$ cat config.mk
export PLATFORM = sky130hd
export DESIGN_NAME = tfe_encoder
export DESIGN_NICKNAME = d
export VERILOG_FILES = /design/src/rtl/tfe_pkg.sv /design/src/rtl/tfe_xcode_unit.sv /design/src/rtl/tfe_msg_seq.sv /design/src/rtl/tfe_par_acc.sv /design/src/rtl/tfe_encoder.sv
export SDC_FILE = /design/constraint.sdc
export NUM_CORES = 1
export LEC_CHECK = 0
export ABC_CLOCK_PERIOD_IN_PS = 4200
export CAP_MARGIN = 30
export CORE_ASPECT_RATIO = 0.7
export CORE_MARGIN = 2
export CORE_UTILIZATION = 30
export DETAILED_ROUTE_END_ITERATION = 7
export DONT_BUFFER_PORTS = 1
export PLACE_DENSITY = 0.46
export SLEW_MARGIN = 10
export SYNTH_ARGS = -nofsm -noshare
export SYNTH_HDL_FRONTEND = slang
export SYNTH_SLANG_ARGS = --single-unit
export TNS_END_PERCENT = 5
$ cat constraint.sdc
create_clock -name clk -period 4.2 [get_ports clk]
set_input_delay 0.42 -clock clk [delete_from_list [all_inputs] [get_ports clk]]
set_output_delay 0.42 -clock clk [all_outputs]
set_load 0.01 [all_outputs]
$ cat src/rtl/tfe_pkg.sv
package tfe_pkg;
  localparam int SYNC_W = 2;
  localparam int PAY_W  = 64;
  localparam int BLK_W  = SYNC_W + PAY_W;
  localparam int XW     = PAY_W + 1;
  localparam int PAR_W  = 32;
  localparam int TAP    = 8;

  typedef logic [BLK_W-1:0] blk_t;
  typedef logic [XW-1:0]    xword_t;
  typedef logic [PAR_W-1:0] par_t;

  // DC-balancing bit: second sync bit xor payload bit TAP
  function automatic logic xcode_bit(blk_t b);
    return b[1] ^ b[SYNC_W + TAP];
  endfunction

  function automatic xword_t transcode(blk_t b);
    return {b[BLK_W-1:SYNC_W], xcode_bit(b)};
  endfunction

  // Fold one word into the remainder, bit 0 first, first bit highest power
  function automatic par_t par_step(par_t r, xword_t w, par_t poly);
    par_t acc;
    logic fb;
    acc = r;
    for (int i = 0; i < XW; i++) begin
      fb  = w[i] ^ acc[PAR_W-1];
      acc = {acc[PAR_W-2:0], 1'b0} ^ (fb ? poly : '0);
    end
    return acc;
  endfunction

  // Put the highest coefficient at bit 0 (sent first)
  function automatic par_t par_order(par_t r);
    par_t o;
    for (int i = 0; i < PAR_W; i++) o[i] = r[PAR_W-1-i];
    return o;
  endfunction
endpackage

$ cat src/rtl/tfe_xcode_unit.sv
module tfe_xcode_unit
  import tfe_pkg::*;
(
  input  blk_t   blk,
  output xword_t xword,
  output logic   xbit
);
  assign xbit = xcode_bit(blk);

  for (genvar k = 0; k < PAY_W; k++) begin : g_pay
    assign xword[k+1] = blk[SYNC_W + k];
  end
  assign xword[0] = xbit;
endmodule

$ cat src/rtl/tfe_msg_seq.sv
module tfe_msg_seq #(
  parameter int WORDS_PER_MSG = 32,
  localparam int CW = (WORDS_PER_MSG > 1) ? $clog2(WORDS_PER_MSG) : 1
) (
  input  logic          clk,
  input  logic          rst_n,
  input  logic          in_valid,
  input  logic          bypass,
  output logic          in_ready,
  output logic          accept,
  output logic          take_byp,
  output logic          coded_acc,
  output logic          msg_first,
  output logic          msg_last,
  output logic          par_slot,
  output logic [CW-1:0] word_cnt
);
  localparam logic [CW-1:0] LAST = CW'(WORDS_PER_MSG - 1);

  logic          pend_q;
  logic [CW-1:0] cnt_q;
  logic          at_boundary;

  assign at_boundary = (cnt_q == '0);
  assign in_ready    = !pend_q;
  assign accept      = in_valid && in_ready;
  assign take_byp    = accept && bypass && at_boundary;
  assign coded_acc   = accept && !take_byp;
  assign msg_first   = coded_acc && at_boundary;
  assign msg_last    = coded_acc && (cnt_q == LAST);
  assign par_slot    = pend_q;
  assign word_cnt    = cnt_q;

  always_ff @(posedge clk) begin
    if (!rst_n) begin
      cnt_q  <= '0;
      pend_q <= 1'b0;
    end else begin
      pend_q <= msg_last;
      if (msg_last)       cnt_q <= '0;
      else if (coded_acc) cnt_q <= cnt_q + 1'b1;
    end
  end
endmodule

$ cat src/rtl/tfe_par_acc.sv
module tfe_par_acc
  import tfe_pkg::*;
#(
  parameter par_t GEN_POLY = 32'h00A0_0805
) (
  input  logic   clk,
  input  logic   rst_n,
  input  logic   step,
  input  logic   first,
  input  xword_t xword,
  output par_t   rem
);
  par_t rem_q;
  par_t base;

  assign base = first ? '0 : rem_q;
  assign rem  = rem_q;

  always_ff @(posedge clk) begin
    if (!rst_n)    rem_q <= '0;
    else if (step) rem_q <= par_step(base, xword, GEN_POLY);
  end
endmodule

$ cat src/rtl/tfe_encoder.sv
module tfe_encoder
  import tfe_pkg::*;
#(
  parameter int   WORDS_PER_MSG = 32,
  parameter logic [31:0] GEN_POLY = 32'h00A0_0805,
  localparam int  CW = (WORDS_PER_MSG > 1) ? $clog2(WORDS_PER_MSG) : 1
) (
  input  logic        clk,
  input  logic        rst_n,
  input  logic        in_valid,
  output logic        in_ready,
  input  logic [65:0] in_blk,
  input  logic        bypass,
  output logic        out_valid,
  output logic [65:0] out_data,
  output logic        out_bypassed,
  output logic        out_par_valid,
  output logic [31:0] out_par
);
  xword_t        xword;
  logic          xbit;
  logic          accept, take_byp, coded_acc, msg_first, msg_last, par_slot;
  logic [CW-1:0] word_cnt;
  par_t          rem;

  tfe_xcode_unit u_xcode (
    .blk   (in_blk),
    .xword (xword),
    .xbit  (xbit)
  );

  tfe_msg_seq #(.WORDS_PER_MSG(WORDS_PER_MSG)) u_seq (
    .clk       (clk),
    .rst_n     (rst_n),
    .in_valid  (in_valid),
    .bypass    (bypass),
    .in_ready  (in_ready),
    .accept    (accept),
    .take_byp  (take_byp),
    .coded_acc (coded_acc),
    .msg_first (msg_first),
    .msg_last  (msg_last),
    .par_slot  (par_slot),
    .word_cnt  (word_cnt)
  );

  tfe_par_acc #(.GEN_POLY(GEN_POLY)) u_par (
    .clk   (clk),
    .rst_n (rst_n),
    .step  (coded_acc),
    .first (msg_first),
    .xword (xword),
    .rem   (rem)
  );

  always_ff @(posedge clk) begin
    if (!rst_n) begin
      out_valid     <= 1'b0;
      out_data      <= '0;
      out_bypassed  <= 1'b0;
      out_par_valid <= 1'b0;
      out_par       <= '0;
    end else begin
      out_valid     <= accept;
      out_par_valid <= par_slot;
      if (accept) begin
        out_data     <= take_byp ? in_blk : {1'b0, xword};
        out_bypassed <= take_byp;
      end
      if (par_slot) out_par <= par_order(rem);
    end
  end
endmodule

### Yosys cells after proc, flatten, opt, wreduce, memory -nomap -nowiden

Index checks and enable logic that the tools add are counted.

* register bits after elaboration: 139
* latch bits: 0
* memory bits (writable): 0
* memory bits (read-only): 0
* input bits: 70
* logic and storage cells: 219
* memories kept: 0

* add/sub/neg operators: 1
* multiply operators: 0
* divide/modulo/power cells: 0
* magnitude comparators: 0
* eq/ne operators: 1
* shifts and indexed selects: 0
* multiplexer cells: 67
* bitwise operators: 132
* reduce and logical (&&, ||, !) cells: 10

Operators with widths (count)
* XOR 32 bit: 65
* two-way mux 24 bit: 65
* two-way mux 66 bit: 1
* XOR 1 bit: 66
* two-way mux 32 bit: 1
* logical AND 1 bit: 6
* adder 5 x 1 -> 5 bit, second input constant: 1
* == test 5 bit, second input constant: 1
* zero test 5 bit: 1
* zero test 1 bit: 2
* OR reduction 2 bit: 1
* inverter 1 bit: 1

### Longest topological paths before layout

Gate-level depths: netlist of run 1.

* depth after elaboration: 203
* gate-level depth with buffers: 15

### Cells and area by module

From an unflattened synthesis of run 1, not the netlist that was laid out.

* cell total of the unflattened synthesis: 876
* area, all modules: 8857.2 um^2

By module, submodules not included
* tfe_encoder: instances 1, cells an instance 405, area each 4132.7 um^2, seq. area each 2021.9 um^2
* tfe_par_acc: instances 1, cells an instance 363, area each 3852.4 um^2, seq. area each 640.6 um^2
* tfe_xcode_unit: instances 1, cells an instance 66, area each 496.7 um^2, seq. area each 0.0 um^2
* tfe_msg_seq: instances 1, cells an instance 42, area each 375.4 um^2, seq. area each 120.1 um^2

### Least setup slack after synthesis of run 1

No wires, ideal clock.

* kind: register -> register
* from: register u_seq.cnt_q[0] (netlist: u_seq.word_cnt[0])
* to: register u_par.rem_q[26] (netlist: u_par.rem[26])
* setup time: 0.070 ns
* arrival time: 3.251 ns
* data required time: 4.130 ns
* slack: 0.879 ns
* stages on the path, launching flop included: 15
* buffers on the path: 2
* clock period less this slack: 3.321 ns
* cell sequence: dfxtp_1 -> inv_1 -> ha_1 -> or4b_4 -> buf_6 -> or2_1 -> buf_6 -> nand2_1 -> xnor2_1 -> xnor3_2 -> xnor3_1 -> xnor3_1 -> xor2_1 -> nand2_1 -> a21oi_1

* cells in the longest elaborated chain, start to end: 85

RTL lines
* start, declared: line tfe_msg_seq.sv:21 `logic [CW-1:0] cnt_q;`
* start signal, assigned: line tfe_msg_seq.sv:41 `else if (coded_acc) cnt_q <= cnt_q + 1'b1;`
* zero test 5 bit *: line tfe_msg_seq.sv:24 `assign at_boundary = (cnt_q == '0);`
* logical AND 1 bit: line tfe_msg_seq.sv:27 `assign take_byp = accept && bypass && at_boundary;`
* zero test 1 bit: line tfe_msg_seq.sv:28 `assign coded_acc = accept && !take_byp;`
* logical AND 1 bit: line tfe_msg_seq.sv:28
* logical AND 1 bit: line tfe_msg_seq.sv:29 `assign msg_first = coded_acc && at_boundary;`
* two-way mux 32 bit: line tfe_par_acc.sv:16 `assign base = first ? '0 : rem_q;`
* XOR 32 bit: line tfe_pkg.sv:29 `acc = {acc[PAR_W-2:0], 1'b0} ^ (fb ? poly : '0);`
* XOR 1 bit / XOR 32 bit (equally long branches): line tfe_pkg.sv:28, tfe_pkg.sv:29
* (+60 left out)
* XOR 32 bit / XOR 1 bit (equally long branches): line tfe_pkg.sv:29, tfe_pkg.sv:28
* XOR 32 bit / two-way mux 24 bit (equally long branches): line tfe_pkg.sv:29
* XOR 32 bit (7 in a row): line tfe_pkg.sv:29
* XOR 1 bit / XOR 32 bit (equally long branches): line tfe_pkg.sv:28, tfe_pkg.sv:29
* two-way mux 24 bit / XOR 32 bit (equally long branches): line tfe_pkg.sv:29
* XOR 32 bit / XOR 1 bit (equally long branches): line tfe_pkg.sv:29, tfe_pkg.sv:28
* XOR 32 bit / two-way mux 24 bit (equally long branches): line tfe_pkg.sv:29
* XOR 32 bit (4 in a row): line tfe_pkg.sv:29
* end signal, assigned: line tfe_par_acc.sv:21 `else if (step) rem_q <= par_step(base, xword, GEN_POLY);`
* end, declared: line tfe_par_acc.sv:13 `par_t rem_q;`

Mark *: on every way between the ends. The rest lies on a longest branch, timed or not.
A chain may end at the register's enable or synchronous reset.

### Worst setup path after layout of run 1

* from: register u_seq.cnt_q[0] (netlist: u_seq.word_cnt[0])
* to: register u_par.rem_q[23] (netlist: u_par.rem[23])

* cells in the longest elaborated chain, start to end: 87

RTL lines
* zero test 5 bit *: line tfe_msg_seq.sv:24
* logical AND 1 bit: line tfe_msg_seq.sv:27
* zero test 1 bit: line tfe_msg_seq.sv:28
* logical AND 1 bit: line tfe_msg_seq.sv:28
* logical AND 1 bit: line tfe_msg_seq.sv:29
* two-way mux 32 bit: line tfe_par_acc.sv:16
* XOR 32 bit: line tfe_pkg.sv:29
* XOR 1 bit: line tfe_pkg.sv:28 `fb = w[i] ^ acc[PAR_W-1];`
* (+55 left out)
* two-way mux 24 bit: line tfe_pkg.sv:29
* XOR 32 bit (9 in a row): line tfe_pkg.sv:29
* XOR 1 bit: line tfe_pkg.sv:28
* two-way mux 24 bit: line tfe_pkg.sv:29
* XOR 32 bit (9 in a row): line tfe_pkg.sv:29
* XOR 1 bit: line tfe_pkg.sv:28
* two-way mux 24 bit: line tfe_pkg.sv:29
* XOR 32 bit: line tfe_pkg.sv:29

Marks and branches as above.

==> results.sh, run 1 <==
export IMPL_dpl_hpwl_um=21800
export IMPL_cts_root_buffer="clkbuf_16"
export IMPL_clk_insertion_delay_late_ns=0.43
export IMPL_syn_area_mm2=0.00823
export IMPL_numCtsBuffers=17
export IMPL_final_cell_mix="146 x xnor2_1, 138 x dfxtp_1, 99 x nand2_1, 84 x nor2_1, 84 x a21oi_1"
export IMPL_core_mm2=0.0268
export IMPL_diodes=0
export IMPL_finalCritPeriodShare=0.874
export IMPL_synthMuxAreaShare=0.0389
export IMPL_drc=0
export IMPL_place_gp_congestion=0.921
export IMPL_clock_sinks=139
export IMPL_rows=50
export IMPL_ys_ff_latch=139
export IMPL_crit_top_cell="xnor2_1"
export IMPL_layout_drive_gt1_share=0.0751
export IMPL_path_cells="inv_1 -> ha_1 -> or4b_4 -> nor2_2 -> buf_4 -> nor2_1 -> xor2_1 -> xnor2_1 -> xnor3_1 -> xnor2_2 -> xnor2_1 -> xnor2_1 -> a21oi_1"
export IMPL_drtIter0Drc=511
export IMPL_syn_inst=880
export IMPL_cts_setup_buffers=0
export IMPL_clk_pin_slew_ns=0.06
export IMPL_antenna_left=0
export IMPL_start_kind="flip-flop"
export IMPL_hp_class="in -> reg"
export IMPL_grt_first_pass_wirelength_um=41500
export IMPL_required_ns=4.51
export IMPL_max_freq_mhz=272
export IMPL_crit_path_top_delay_cell="or4b_4"
export IMPL_routed_wl_um=28400
export IMPL_worstReg2RegEnd="u_par.rem[23]"
export IMPL_ys_seq_area_frac=0.338
export IMPL_period_minus_slack_ns=3.67
export IMPL_portBuffers=0
export IMPL_synth_cell_type_count=36
export IMPL_drv_cap=0
export IMPL_cp_arrival_ns=3.98
export IMPL_die_y_um=143
export IMPL_boundaryPins=172
export IMPL_track_usage=0.199
export IMPL_skew_ns=0.00694
export IMPL_setup_viol=0
export IMPL_yosysWarnings=0
export IMPL_path_class="reg -> reg"
export IMPL_crit_path_max_fanout=13
export IMPL_cts_resized=0
export IMPL_fin_nets=926
export IMPL_vias_per_cell=5.02
export IMPL_critPathBufInv=2
export IMPL_synth_xor_area_frac=0.353
export IMPL_synth_compound_area_frac=0.127
export IMPL_grt_pass1_vias=6002
export IMPL_start_util=0.306
export IMPL_ff2ff_setup_slack_ns=0.53
export IMPL_finalMaxSlewViolations=0
export IMPL_avgRoutedWirePerCell_um=23.1
export IMPL_die_width_um=202
export IMPL_synth_simple_area_share=0.104
export IMPL_first_pass_iters=5
export IMPL_area_delta_synth_final_pct=12.2
export IMPL_worst_pin_slew_ns=0.799
export IMPL_final_common_cell="xnor2_1"
export IMPL_finalHoldViolCount=0
export IMPL_worstHoldStart="in_blk[28]"
export IMPL_clockBufferDepth=2
export IMPL_synth_top_family_by_area="XOR/XNOR gates"
export IMPL_min_path_cells=2
export IMPL_vias=6173
export IMPL_hold_end="out_data[27]"
export IMPL_status="finished, final reports clean"
export IMPL_cp_top_family="XOR/XNOR gates"
export IMPL_met2WireLength_um=11700
export IMPL_wl_met3_um=2400
export IMPL_wl_met1_um=14100
export IMPL_worstRegToRegCells=13
export IMPL_timing_slew_headroom=0.467
export IMPL_die_area_mm2=0.0288
export IMPL_syn_area_per_cell_um2=9.35
export IMPL_rsz0062_at_grt="false"
export IMPL_cpPeakStageDelay_ns=0.50
export IMPL_antenna_found_initial=0
export IMPL_syn_num_nets=953
export IMPL_grt_max_degree=69
export IMPL_overflow=0
export IMPL_cts_tree="built"
export IMPL_worstSetupPathDepth=13
export IMPL_synth_adder_area_share=0.00456
export IMPL_endpoint_kind="flip-flop"
export IMPL_top_layer="met4"
export IMPL_finalSetupTns_ns=0
export IMPL_holdBufCountCts=0
export IMPL_rr_startpoint="u_seq.word_cnt[0]"
export IMPL_htreeDepth=4
==> per-stage QoR <==
stage,hold slack [ns],util,cells,worst slack [ns],instance area (µm²)
after detailed placement,0.482,0.320,1198,0.571,8590
after global routing,0.102,0.344,1230,0.343,9230
after floorplan,0.449,-,880,0.879,8230
final,0.119,0.344,1230,0.529,9230
after global placement,0.472,0.319,1197,0.595,8570
after CTS,0.0983,0.344,1230,0.547,9230
==> flip-flops by register name, indices dropped and copies added (netlist names) <==
signal / cells
out_bypassed: 1
u_seq.par_slot: 1
out_valid: 1
out_par: 32
out_data: 66
u_seq.word_cnt: 5
out_par_valid: 1
u_par.rem: 32
==> final cells by class <==
class / count / area (µm²)
tap: 364 / 455
inverter: 5 / 21.3
timing repair buffer: 19 / 155
multi-input combinational: 671 / 5170
fill: 2727 / 17600
sequential: 139 / 2780
clock buffer: 21 / 470
clock inverter: 11 / 166
==> layer usage <==
layer  up-vias  track usage
li1       2905            -
met1      3023        0.298
met2       229        0.278
met3        16       0.0582
met4         0       0.0402
met5         -            0
==> cells in the mapped netlist <==
cell / count / area, µm²
xnor2_1: 146 / 1280
a22oi_1: 66 / 495
or2_2: 1 / 6.26
inv_2: 1 / 3.75
nand2_2: 1 / 6.26
xnor2_2: 3 / 48.8
xnor3_2: 1 / 23.8
buf_6: 2 / 22.5
mux2i_1: 32 / 320
and3_1: 2 / 12.5
nand3b_1: 2 / 15.0
xnor3_1: 39 / 878
nor2_1: 85 / 319
or2_1: 1 / 6.26
dfxtp_1: 139 / 2780
xor3_2: 1 / 25.0
clkbuf_1: 47 / 176
a21oi_1: 84 / 420
buf_1: 11 / 41.3
ha_1: 3 / 37.5
nand3_1: 5 / 25.0
nor4b_1: 1 / 8.76
a31oi_1: 1 / 6.26
a211oi_1: 3 / 22.5
nor2_2: 1 / 6.26
o21a_1: 1 / 7.51
or4_1: 1 / 7.51
buf_2: 5 / 25.0
nor3_1: 9 / 45.0
xor3_1: 7 / 166
o21ai_0: 18 / 90.1
or4b_4: 1 / 13.8
inv_1: 4 / 15.0
nand2_1: 100 / 375
xor2_1: 55 / 482
or3b_2: 1 / 8.76
==> worst register-to-register path: cells and delay by family (launching register included) <==
family | cells | cell delay, ns
AND/OR/NAND/NOR | 3 | 1.05
adder cells (fa/ha/maj) | 1 | 0.13
AO/OA/AOI/OAI | 1 | 0.08
flip-flops | 1 | 0.35
XOR/XNOR | 6 | 1.61
buffers and inverters | 2 | 0.32
==> kinds of logic (layout without fill, tap and decap cells) <==
kind of cell / after synthesis / count (layout)
AOI/OAI and AO/OA: 173 / 173
xor gates and xnor gates: 252 / 252
adders and majority gates: 3 / 3
buffers and inverters: 70 / 56
DFF: 139 / 139
muxes: 32 / 32
and+or+nand+nor: 211 / 211
==> how the worst max path moves through the flow <==
stage / start / endpoint
after floorplan: u_seq.word_cnt[0] / u_par.rem[26]
final: u_seq.word_cnt[0] / u_par.rem[23]
after global placement: u_seq.word_cnt[0] / u_par.rem[23]
after global routing: u_seq.word_cnt[0] / u_par.rem[30]
after detailed placement: u_seq.word_cnt[0] / u_par.rem[25]
after CTS: u_seq.word_cnt[0] / u_par.rem[25]
Power of run 1 is left out: the tool's default activity adds up to more than one toggle a clock period on the data nets, which glitch-free logic cannot reach.
==> run 2: changes to the inputs <==
- ABC_AREA: not set -> 1
==> run 2 against run 1 <==
Synthesized cell count increased by 66%; critical path depth increased by 21; utilization increased by 6.0 points.
==> results.sh, run 2 <==
export IMPL_status="finished, final reports clean"
export IMPL_rows=53
export IMPL_hp_class="in -> reg"
export IMPL_antenna_found_initial=0
export IMPL_period_minus_slack_ns=4.15
export IMPL_endpoint_kind="flip-flop"
export IMPL_finalHoldViolCount=0
export IMPL_worst_pin_slew_ns=0.831
export IMPL_dp_slack_ns=-0.134
export IMPL_track_usage=0.229
export IMPL_crit_path_max_fanout=6
export IMPL_placed_cell_area_mm2=0.00992
export IMPL_crit_path_top_delay_cell="dfxtp_2"
export IMPL_synth_largest_area_cell="dfxtp_1"
export IMPL_vias_per_cell=4.99
export IMPL_skew_ns=0.0138
export IMPL_first_pass_iters=5
export IMPL_ys_seq_area_frac=0.304
export IMPL_syn_num_nets=1535
export IMPL_final_cell_mix="435 x nand2_1, 138 x inv_1, 138 x dfxtp_1, 118 x nand2_2, 92 x nand3_1"
export IMPL_grt_first_pass_wirelength_um=53400
export IMPL_core_mm2=0.0300
export IMPL_synth_area_leaders="dfxtp_1 30%, nand2_1 23%, nand3_1 8.2%, inv_1 6.3%, xor2_1 5.2%"
export IMPL_diodes=0
export IMPL_clk_insertion_delay_late_ns=0.46
export IMPL_synth_ff_type="dfxtp_1"
export IMPL_synth_cell_type_count=39
export IMPL_clk_pin_slew_ns=0.07
export IMPL_cts_root_buffer="clkbuf_16"
export IMPL_path_class="reg -> reg"
export IMPL_vias=9756
export IMPL_min_path_cells=2
export IMPL_synth_edff_count=0
export IMPL_area_delta_synth_final_pct=32.4
export IMPL_grt_max_degree=69
export IMPL_routed_wl_um=37500
export IMPL_numCtsBuffers=17
export IMPL_cp_arrival_ns=4.50
export IMPL_place_gp_congestion=0.931
export IMPL_drc=0
export IMPL_die_y_um=150
export IMPL_final_common_cell="nand2_1"
export IMPL_synthTopCellsByCount="564 x nand2_1, 153 x inv_1, 149 x nand3_1"
export IMPL_boundaryPins=172
export IMPL_drv_cap=0
export IMPL_max_freq_mhz=241
export IMPL_start_kind="flip-flop"
export IMPL_rsz0062_at_grt="true"
export IMPL_setup_viol=0
export IMPL_stdcell_area_mm2=0.0121
export IMPL_finalCritPeriodShare=0.988
export IMPL_syn_area_mm2=0.00914
export IMPL_cpPeakStageDelay_ns=0.33
export IMPL_clock_sinks=139
export IMPL_top_register="out_data"
export IMPL_n_fill_cell=3193
export IMPL_portBuffers=0
export IMPL_htreeDepth=4
export IMPL_final_setup_worst_slack_ns=0.0520
export IMPL_die_width_um=213
export IMPL_start_util=0.305
export IMPL_worstRegToRegCells=34
export IMPL_cts_tree="built"
export IMPL_antenna_left=0
export IMPL_drtIter0Drc=942
export IMPL_syn_area_per_cell_um2=6.25
export IMPL_synth_most_common_cell="nand2_1"
export IMPL_ys_async_sr_fraction=0
export IMPL_layout_drive_gt1_share=0.285
export IMPL_finalMaxSlewViolations=0
export IMPL_avgRoutedWirePerCell_um=19.2
export IMPL_largest_register_ffs=66
export IMPL_grt_pass1_vias=8625
export IMPL_fin_nets=1603
export IMPL_die_area_mm2=0.0319
export IMPL_finalSetupTns_ns=0
export IMPL_required_ns=4.55
export IMPL_syn_inst=1462
export IMPL_yosysTopAreaCellShare=0.304
export IMPL_clockBufferDepth=2
export IMPL_overflow=0
export IMPL_yosysWarnings=0
export IMPL_final_util=0.404
export IMPL_ys_ff_latch=139
export IMPL_timing_slew_headroom=0.445
export IMPL_dpl_hpwl_um=28400
export IMPL_holdBufCountCts=0
export IMPL_crit_top_cell="nand2_1"
==> run 2: worst paths after layout <==
kind / endpoint / startpoint / slack [ns]
setup / recovery: u_par.rem[27] / u_seq.word_cnt[1] / 0.05
hold / removal: out_par_valid / rst_n / 0.07
setup reg to reg: u_par.rem[27] / u_seq.word_cnt[1] / 0.05
hold reg to reg: u_seq.word_cnt[4] / u_seq.word_cnt[4] / 0.49
==> run 2: cells by family (layout without fill, tap and decap cells) <==
family	count (synthesis)	in the layout	share of synthesized area
flip-flops	139	139	0.304
adder cells (fa/ha/maj)	3	3	0.00411
AND/OR/NAND/NOR	857	859	0.400
buffers and inverters	219	298	0.0947
XOR/XNOR	90	90	0.102
AO/OA/AOI/OAI	154	154	0.0952
==> run 2: final cells by class <==
type                       count  area [µm²]  area share
multi-input combinational   1106        6730       0.555
sequential                   139        2780       0.230
timing repair buffer         100         882      0.0728
inverter                     166         626      0.0517
tap                          412         515      0.0426
clock buffer                  17         425      0.0351
clock inverter                15         151      0.0125
==> run 2: metal layers <==
| layer | GRT usage | vias to the layer above | part of all wire |
|---|---|---|---|
| li1 | - | 4754 | - |
| met1 | 0.348 | 4604 | 0.49 |
| met2 | 0.315 | 370 | 0.41 |
| met3 | 0.0590 | 28 | 0.094 |
| met4 | 0.0549 | 0 | 0.012 |
| met5 | 0 | - | 0 |
==> run 2: what timing repair did <==
item	4_1_cts	5_1_grt
endpoints found under the setup margin	12	22
pin swaps	4	101
buffers inserted	3	29
gates cloned	1	4
gates resized for setup	10	300
==> run 2: metrics by stage <==
stage,cells,hold WS [ns]
global placement,1886,0.473
floorplan,1462,0.448
global route,1955,0.0499
detailed placement,1886,0.479
CTS,1922,0.0422
finish,1955,0.0728
==> run 2: worst max-delay path, delay by kind of cell, from the launching register on <==
family                     cells  cell delay [ns]
and+or+nand+nor               24             2.30
DFF                            1             0.33
buffers and inverters          6             0.59
xor gates and xnor gates       3             0.67
adders and majority gates      1             0.14
Power of run 2 is left out for the same reason.
